**src/rtl/pwmx_pkg.sv**
```systemverilog
package pwmx_pkg;
  localparam logic [2:0] ADR_CTRL = 3'd0;
  localparam logic [2:0] ADR_DIV  = 3'd1;
  localparam logic [2:0] ADR_TOP  = 3'd2;
  localparam logic [2:0] ADR_CMPA = 3'd3;
  localparam logic [2:0] ADR_CMPB = 3'd4;

  typedef struct packed {
    logic inv_b;
    logic inv_a;
    logic phase_corr;
    logic run;
  } ctrl_t;
endpackage

```
**src/rtl/pwmx_regs.sv**
```systemverilog
module pwmx_regs
  import pwmx_pkg::*;
#(
  parameter int CNT_W = 16,
  parameter int DIV_W = 12,
  parameter int NCH   = 2
) (
  input  logic                      clk,
  input  logic                      rst_n,
  input  logic                      we,
  input  logic [2:0]                addr,
  input  logic [CNT_W-1:0]          wdata,
  input  logic                      load_ev,
  output ctrl_t                     ctrl,
  output logic [DIV_W-1:0]          div,
  output logic [CNT_W-1:0]          top_act,
  output logic [NCH-1:0][CNT_W-1:0] cmp_act
);
  localparam logic [DIV_W-1:0] DIV_RST = DIV_W'(16);

  logic [CNT_W-1:0]          top_sh;
  logic [NCH-1:0][CNT_W-1:0] cmp_sh;
  logic                      load_now;

  assign load_now = load_ev | ~ctrl.run;

  always_ff @(posedge clk or negedge rst_n) begin
    if (!rst_n) begin
      ctrl   <= '0;
      div    <= DIV_RST;
      top_sh <= '1;
    end else if (we) begin
      if (addr == ADR_CTRL) ctrl   <= ctrl_t'(wdata[3:0]);
      if (addr == ADR_DIV)  div    <= wdata[DIV_W-1:0];
      if (addr == ADR_TOP)  top_sh <= wdata;
    end
  end

  always_ff @(posedge clk or negedge rst_n) begin
    if (!rst_n) top_act <= '1;
    else if (load_now) top_act <= top_sh;
  end

  for (genvar c = 0; c < NCH; c++) begin : g_cmp
    localparam logic [2:0] MY_ADR = ADR_CMPA + 3'(c);
    always_ff @(posedge clk or negedge rst_n) begin
      if (!rst_n) begin
        cmp_sh[c]  <= '0;
        cmp_act[c] <= '0;
      end else begin
        if (we && addr == MY_ADR) cmp_sh[c] <= wdata;
        if (load_now) cmp_act[c] <= cmp_sh[c];
      end
    end
  end
endmodule

```
**src/rtl/pwmx_tickgen.sv**
```systemverilog
module pwmx_tickgen #(
  parameter int DIV_W  = 12,
  parameter int FRAC_W = 4
) (
  input  logic             clk,
  input  logic             rst_n,
  input  logic             run,
  input  logic [DIV_W-1:0] div,
  input  logic             adv_req,
  input  logic             ret_req,
  output logic             tick,
  output logic             adv_pend,
  output logic             ret_pend
);
  localparam int ACC_W = DIV_W + 1;
  localparam logic [DIV_W-1:0] ONE = DIV_W'(1 << FRAC_W);

  logic [ACC_W-1:0] acc, sum, dv;
  logic             nat, adv_take, ret_take;

  assign dv       = {1'b0, (div < ONE) ? ONE : div};
  assign sum      = acc + ACC_W'(ONE);
  assign nat      = (sum >= dv);
  assign adv_take = run & ~nat & adv_pend;
  assign ret_take = run & nat & ret_pend;
  assign tick     = (run & nat & ~ret_pend) | adv_take;

  always_ff @(posedge clk or negedge rst_n) begin
    if (!rst_n) acc <= '0;
    else if (run) acc <= nat ? (sum - dv) : sum;
  end

  always_ff @(posedge clk or negedge rst_n) begin
    if (!rst_n) begin
      adv_pend <= 1'b0;
      ret_pend <= 1'b0;
    end else begin
      if (adv_req) adv_pend <= 1'b1;
      else if (adv_take) adv_pend <= 1'b0;
      if (ret_req) ret_pend <= 1'b1;
      else if (ret_take) ret_pend <= 1'b0;
    end
  end
endmodule

```
**src/rtl/pwmx_counter.sv**
```systemverilog
module pwmx_counter #(
  parameter int CNT_W = 16
) (
  input  logic             clk,
  input  logic             rst_n,
  input  logic             tick,
  input  logic             phase_corr,
  input  logic [CNT_W-1:0] top,
  output logic [CNT_W-1:0] cnt,
  output logic             load_ev
);
  logic             down, nxt_down;
  logic [CNT_W-1:0] nxt;

  always_comb begin
    nxt      = cnt;
    nxt_down = down;
    load_ev  = 1'b0;
    if (tick) begin
      if (!phase_corr) begin
        nxt_down = 1'b0;
        if (cnt >= top) begin
          nxt     = '0;
          load_ev = 1'b1;
        end else begin
          nxt = cnt + 1'b1;
        end
      end else if (!down && cnt < top) begin
        nxt = cnt + 1'b1;
      end else if (cnt == '0) begin
        nxt_down = 1'b0;
        load_ev  = 1'b1;
      end else begin
        nxt      = cnt - 1'b1;
        nxt_down = 1'b1;
        if (cnt == CNT_W'(1)) begin
          nxt_down = 1'b0;
          load_ev  = 1'b1;
        end
      end
    end
  end

  always_ff @(posedge clk or negedge rst_n) begin
    if (!rst_n) begin
      cnt  <= '0;
      down <= 1'b0;
    end else begin
      cnt  <= nxt;
      down <= nxt_down;
    end
  end
endmodule

```
**src/rtl/pwmx_slice.sv**
```systemverilog
module pwmx_slice
  import pwmx_pkg::*;
#(
  parameter int CNT_W  = 16,
  parameter int DIV_W  = 12,
  parameter int FRAC_W = 4
) (
  input  logic             clk,
  input  logic             rst_n,
  input  logic             cfg_we,
  input  logic [2:0]       cfg_addr,
  input  logic [CNT_W-1:0] cfg_wdata,
  input  logic             adv_req,
  input  logic             ret_req,
  output logic             out_a,
  output logic             out_b,
  output logic [CNT_W-1:0] count_o,
  output logic             adv_busy,
  output logic             ret_busy
);
  localparam int NCH = 2;

  ctrl_t                     ctrl;
  logic [DIV_W-1:0]          div;
  logic [CNT_W-1:0]          top_act, cnt;
  logic [NCH-1:0][CNT_W-1:0] cmp_act;
  logic [NCH-1:0]            inv, outs;
  logic                      tick, load_ev;

  pwmx_regs #(.CNT_W(CNT_W), .DIV_W(DIV_W), .NCH(NCH)) i_regs (
    .clk(clk), .rst_n(rst_n), .we(cfg_we), .addr(cfg_addr), .wdata(cfg_wdata),
    .load_ev(load_ev), .ctrl(ctrl), .div(div), .top_act(top_act), .cmp_act(cmp_act)
  );

  pwmx_tickgen #(.DIV_W(DIV_W), .FRAC_W(FRAC_W)) i_tick (
    .clk(clk), .rst_n(rst_n), .run(ctrl.run), .div(div), .adv_req(adv_req),
    .ret_req(ret_req), .tick(tick), .adv_pend(adv_busy), .ret_pend(ret_busy)
  );

  pwmx_counter #(.CNT_W(CNT_W)) i_cnt (
    .clk(clk), .rst_n(rst_n), .tick(tick), .phase_corr(ctrl.phase_corr),
    .top(top_act), .cnt(cnt), .load_ev(load_ev)
  );

  assign inv = {ctrl.inv_b, ctrl.inv_a};

  for (genvar c = 0; c < NCH; c++) begin : g_out
    assign outs[c] = ctrl.run & (inv[c] ^ (cmp_act[c] > cnt));
  end

  assign out_a   = outs[0];
  assign out_b   = outs[1];
  assign count_o = cnt;
endmodule

```
**config.mk**
```make
export PLATFORM = sky130hd
export DESIGN_NAME = pwmx_slice
export DESIGN_NICKNAME = d
export VERILOG_FILES = /design/src/rtl/pwmx_pkg.sv /design/src/rtl/pwmx_regs.sv /design/src/rtl/pwmx_tickgen.sv /design/src/rtl/pwmx_counter.sv /design/src/rtl/pwmx_slice.sv
export SDC_FILE = /design/constraint.sdc
export NUM_CORES = 1
export LEC_CHECK = 0
export BUFFER_PORTS_ARGS = -buffer_cell sky130_fd_sc_hd__buf_2
export CAP_MARGIN = 5
export CORE_MARGIN = 8
export CORE_UTILIZATION = 55
export CTS_CLUSTER_SIZE = 40
export DETAILED_ROUTE_END_ITERATION = 8
export GPL_TIMING_DRIVEN = 0
export HOLD_SLACK_MARGIN = 0.1
export PLACE_DENSITY = 0.78
export SLEW_MARGIN = 15
export SYNTH_ARGS = -nofsm -noshare
export SYNTH_HDL_FRONTEND = slang
export SYNTH_SLANG_ARGS = --single-unit
```
**constraint.sdc**
```tcl
create_clock -name clk -period 3.2 [get_ports clk]
set_clock_uncertainty 0.05 [all_clocks]
set_input_delay 0 -clock clk [delete_from_list [all_inputs] [get_ports clk]]
set_output_delay 0 -clock clk [all_outputs]
set_load 0.02 [all_outputs]
```
### Word-level counts from Yosys, hierarchy flattened

Cells that the tools add are included.

| storage, ports and cells | value |
|---|---|
| bits in registers | 144 |
| input port bits | 24 |
| output and inout port bits | 20 |

| operators by class | value |
|---|---|
| add/sub/neg operators | 4 |
| order comparisons | 6 |
| equal/unequal tests | 7 |
| muxes and demuxes | 20 |
| bitwise logic cells | 14 |
| reductions and logical operators | 13 |

Operators by type and width:

| cell | count |
|---|---|
| 16-bit two-way mux | 4 |
| 16-bit > comparator | 2 |
| 16-bit by 1-bit adder with 16-bit output, second input constant | 1 |
| 16-bit by 1-bit == test with 1-bit output, second input constant | 1 |
| 16-bit greater-or-equal comparator | 1 |
| 16-bit logical NOT | 1 |
| 16-bit less-than comparator | 1 |
| 16-bit by 1-bit subtractor with 16-bit output, second input constant | 1 |
| 1-bit two-way mux | 14 |
| 13-bit by 5-bit adder with 13-bit output, second input constant | 1 |
| 13-bit by 12-bit greater-or-equal comparator with 1-bit output | 1 |
| 13-bit two-way mux | 1 |
| 13-bit by 12-bit subtractor with 13-bit output | 1 |
| 12-bit by 5-bit less-than comparator with 1-bit output, second input constant | 1 |
| 12-bit two-way mux | 1 |
| 2-bit AND reduction | 5 |
| 1-bit AND | 7 |
| 3-bit by 2-bit == test with 1-bit output, second input constant | 2 |
| 2-bit nonzero test | 2 |
| 3-bit by 1-bit == test with 1-bit output, second input constant | 1 |
| 3-bit == test, second input constant | 1 |
| 1-bit logical AND | 3 |
| 3-bit logical NOT | 1 |
| 3-bit by 2-bit inequality test with 1-bit output, second input constant | 1 |
| 5 further kinds | 9 |

### Longest topological paths before layout

| depth | value |
|---|---|
| word-level depth | 9 |
| mapped depth | 17 |

### By module

Synthesis repeated with hierarchy kept, for this count alone.

| second synthesis, totals | value |
|---|---|
| cell total of the unflattened synthesis | 793 |
| area total of the unflattened synthesis | 8742.1 µm² |

By module, submodules not included:

| module | times used | cells each | area an instance (µm²) |
|---|---|---|---|
| pwmx_regs | 1 | 241 | 4321.6 |
| pwmx_counter | 1 | 235 | 1825.5 |
| pwmx_tickgen | 1 | 202 | 1630.3 |
| pwmx_slice | 1 | 115 | 964.7 |

### Worst setup path before layout

Ideal clock, no wire load.

| timing path | value |
|---|---|
| path kind | reg-to-reg |
| start point | reg i_tick.acc[4] |
| end point | reg i_regs.cmp_act[13] (netlist bit) |
| data arrival time | 3253 ps |
| data required time | 3023 ps |
| setup slack | -231 ps |
| cell stages (with the launch flop) | 18 |
| period minus slack after synthesis | 3431 ps |
| cells stage by stage | dfrtp_1 ha_1 nand4_1 inv_1 nand2_1 xnor2_1 ha_1 o211ai_1 a21oi_1 a211o_1 o21ai_1 and2_1 buf_2 o21ai_1 o21ai_2 buf_6 buf_6 mux2_1 |

| on the way | value |
|---|---|
| longest elaborated chain between the ends | 8 |
| elaborated cells between the ends (all ways) | 10 |

Ends and longest elaborated chain:

| what | RTL line | text |
|---|---|---|
| start, declared | pwmx_tickgen.sv:18 | `logic [ACC_W-1:0] acc, sum, dv;` |
| start signal, assigned | pwmx_tickgen.sv:30 | `else if (run) acc <= nat ? (sum - dv) : sum;` |
| 13-bit by 5-bit adder with 13-bit output * | pwmx_tickgen.sv:22 | `assign sum = acc + ACC_W'(ONE);` |
| 13-bit by 12-bit greater-or-equal comparator with 1-bit output * | pwmx_tickgen.sv:23 | `assign nat = (sum >= dv);` |
| 1-bit NOT | pwmx_tickgen.sv:24 | `assign adv_take = run & ~nat & adv_pend;` |
| 1-bit AND (2 in a row) | pwmx_tickgen.sv:24 |  |
| 1-bit bitwise OR * | pwmx_tickgen.sv:26 | `assign tick = (run & nat & ~ret_pend) \| adv_take;` |
| 1-bit two-way mux * | pwmx_counter.sv:19 | `if (tick) begin` |
| 1-bit bitwise OR * | pwmx_regs.sv:25 | `assign load_now = load_ev \| ~ctrl.run;` |
| end signal, assigned by index | pwmx_regs.sv:52 | `if (load_now) cmp_act[c] <= cmp_sh[c];` |
| end, declared | pwmx_regs.sv:17 | `output logic [NCH-1:0][CNT_W-1:0] cmp_act` |

Every way passes the cells marked *; elsewhere a longest branch is shown, timed or not.
A chain may end at the register's enable or synchronous reset.

### Worst setup path in the final report

| timing path | value |
|---|---|
| start point | reg i_tick.acc[4] |
| end point | reg i_regs.cmp_act[31] (netlist bit) |

Same word-level chain as after synthesis.

==> key figures <==
Outcome
  • Status: finished with violations
  • Failing checks: setup timing

Clock tree
  • CTS max path bufs: 2
  • Num CTS Buffers: 17
  • H-Tree Depth: 4
  • Root buffer cell: clkbuf_16
  • Clk sinks: 144
  • Clk_lat worst skew: 430 ps
  • CTS tree: done
  • Worst-path clk slew: around 60 ps

Layout
  • Non-Filler Instances: around 1,100
  • Nets: 975
  • Area grow syn2layout: 28.4%
  • Share of cells above drive strength 1: 0.376
  • Design area: between 10,000 and 15,000 um2

Timing
  • Setup TNS: -11,890 ps
  • Peak Freq: around 0.29 GHz
  • Worst-Margin Slew: 1110 ps
  • Slew Limit Fails: 0
  • Slew HR: 0.256
  • Setup ws final: -242 ps
  • Final worst-path cycle share: 1.08
  • Period minus WS final: approximately 3400 ps
  • Final setup fails: between 60 and 70
  • RSZ-0062 raised after global routing: true
  • Hold Fails Final Rpt: 0

Die
  • Vert. Die Dim: roughly 140 um
  • Num ports: 44
  • Die Wd: 138 um
  • Core area: 14,500 um2
  • Die area: 19,000 um2
  • Num rows: 44
  • Initial Util: 0.563

Synthesis
  • Post-Synthesis Cell Area: 8180 um2
  • Post-synth ARST share: 1.00
  • Synth Warn #: 0
  • Gate Count Post-Synth: 765
  • Number of synthesized flops with an enable pin: 0
  • Synth Flop Type: dfrtp_1
  • Synth unique cells: between 60 and 70
  • Seq/Total Area, Yosys: 0.446
  • Synth Register Bits: 144
  • Avg Cell Area, Syn: ~11 um2
  • Post-Syn Nets: 855

Global routing
  • Total track usage: 0.237
  • Largest net degree at the start of global routing: approximately 100
  • Vias in the first global route: 6,726
  • Grt total ovfl: 0
  • First-pass GRT wire length: about 35,000 um
  • Initial antenna violation count: 0

Place
  • DP Area: around 8700 um2
  • Buffers on Ports: between 40 and 50
  • Half-perimeter wire length after placement: between 10,000 and 15,000 um
  • Final GP Congestion: between 0.9 and 1
  • Dpl cells: between 900 and 1,000

Worst hold path
  • Hold Crit Class: input port to async pin

Routing
  • Routed vias: about 6,700
  • Initial DRC Count: 582
  • Pre-antenna DRT Iters: 5
  • Vias/cell: just over 6
  • Mean routed wirelength per cell: 21.1 um
  • Antenna viol nets, final: 0
  • Detailed-route wire length: 22,900 um
  • DRC violations left: 0

Pwr
  • Psw: 4.63 mW
  • Pint: between 6 and 7 mW
  • Total power: approximately 11 mW
  • Cell Pwr Density: approximately 1100 nW/um2
  • Sw frac: 0.409
  • Register share of total power: 0.281
  • Comb power frac: 0.526
  • Clock share of power: 0.193
  • Leakage: approximately 4.7 nW
  • VDD IR-drop max: ~0.88 mV

Critical path
  • CP required: approximately 3500 ps
  • Critical path class: register to register
  • Crit path DAT: approximately 3700 ps
  • Critical Path End Type: register
  • CP Launch Type: register
  • Worst-path maximum fanout: 10

Run
  • MaxCap Viol Count: 0
-- stage by stage --
stage          hold WS (ps)   util  setup WS, ps
3_5_place_dp           -139  0.599          -499
5_1_grt                 110  0.722          -333
3_3_place_gp            129  0.597          -457
2_1_floorplan          -346      -         -19.2
4_1_cts                 106  0.688          -180
6_report                112  0.722          -242
-- what timing repair did --
action	4_1_cts	5_1_grt
gates cloned	3	2
endpoints found under the setup margin	75	79
buffers inserted	15	18
pin swaps	6	26
resized for setup	68	84
hold buffers	23	0
hold endpoints to repair	185	0
-- routing by layer --
layer  GRT usage  up-vias  part of all wire
met4       0.101        0             0.037
met5           0        -                 0
met1       0.296     3332              0.41
met2       0.388      269              0.49
met3      0.0518       65             0.056
li1            -     3034                 -
-- power groups by stage --
stage	Sequential [mW]	Combinational [mW]	Clock, mW
after CTS	3.13	5.01	2.20
after detailed placement	3.11	4.49	0
after floorplan	3.03	3.36	0
after global routing	3.25	6.46	2.28
after global placement	3.09	4.37	0
final	3.18	5.96	2.19
-- synth_stat cells (all sizes together), types with 6 or more instances --
cell    count  area share
dfrtp     111        0.34
mux2      104        0.14
ha         65       0.099
inv        51       0.023
nand2      50       0.023
o21ai      44       0.027
a21oi      41       0.025
dfstp      33        0.11
nor2       33       0.015
a21o       17       0.016
clkbuf     17      0.0078
nand4      17       0.013
o31ai      15       0.014
nand3      14      0.0086
nor3       12      0.0080
a22oi      10      0.0092
buf        10      0.0090
o22ai      10      0.0076
and3        9      0.0069
xor2        9      0.0096
nor2b       7      0.0054
xnor2       7      0.0075
a31oi       6      0.0046
nand2b      6      0.0046
nor4        6      0.0046
-- cells in the final DEF, fill, tap and decap left out, types with 26 or more instances in the layout --
master     n
a21oi_1   39
buf_2     43
buf_4     30
dfrtp_1  100
dfstp_2   33
ha_1      59
inv_1     50
mux2_2    78
mux2_4    26
nand2_1   46
nor2_1    32
o21ai_0   28
-- final timing paths --
kind / slack (ps) / depth (start not counted) / start / end
worst max-delay path: -240 / 17 / i_tick.acc[4] / i_regs.cmp_act[31]
worst min-delay path: 110 / 2 / rst_n / i_regs.top_act[12]
worst max register to register: -240 / 17 / i_tick.acc[4] / i_regs.cmp_act[31]
worst min register to register: 440 / 2 / i_tick.acc[3] / i_tick.acc[3]
max in group asynchronous: 2470 / 3 / rst_n / i_tick.acc[5]
min in group clk: 130 / 4 / cfg_we / i_regs.cmp_sh[18]
-- flip-flops by register name (all words and copies together) (netlist names) --
register,cells
i_cnt.cnt,16
i_cnt.down,1
i_regs.cmp_act,32
i_regs.cmp_sh,32
i_regs.ctrl,4
i_regs.div,12
i_regs.top_act,16
i_regs.top_sh,16
i_tick.acc,13
i_tick.adv_pend,1
i_tick.ret_pend,1
-- critical path, cell delays in order, from the launching register on --
cell and delay [ps]:
dfrtp_2 420, ha_4 160, nand4_1 150, inv_1 110, nand2_2 90, xnor2_2 220, ha_4 240, o211ai_1 100
a21oi_1 70, a211o_1 340, o21ai_4 210, buf_6 130, nand3b_1 170, o21ai_4 140, o21ai_4 90, buf_6 180
buf_12 150, mux2_4 300
-- cell families (layout without fill, tap and decap cells) --
| group | Yosys count | in the layout | synth area share |
|---|---|---|---|
| muxes | 107 | 107 | 0.147 |
| buffers and inverters | 78 | 211 | 0.0402 |
| AOI/OAI and AO/OA | 173 | 173 | 0.135 |
| other | 0 | 1 | 0 |
| xor gates and xnor gates | 16 | 16 | 0.0171 |
| adders and majority gates | 66 | 66 | 0.102 |
| DFF | 144 | 144 | 0.446 |
| and+or+nand+nor | 181 | 181 | 0.113 |
-- final cells by class --
type / instances / area [um2]
multi-input combinational: 543 / 4730
fill: 964 / 4030
sequential: 144 / 3660
timing repair buffer: 104 / 841
clock buffer: 23 / 498
tap: 184 / 230
buffer: 24 / 196
inverter: 51 / 195
clock inverter: 9 / 153
antenna: 1 / 2.50
(Power assumes the default switching activity.)
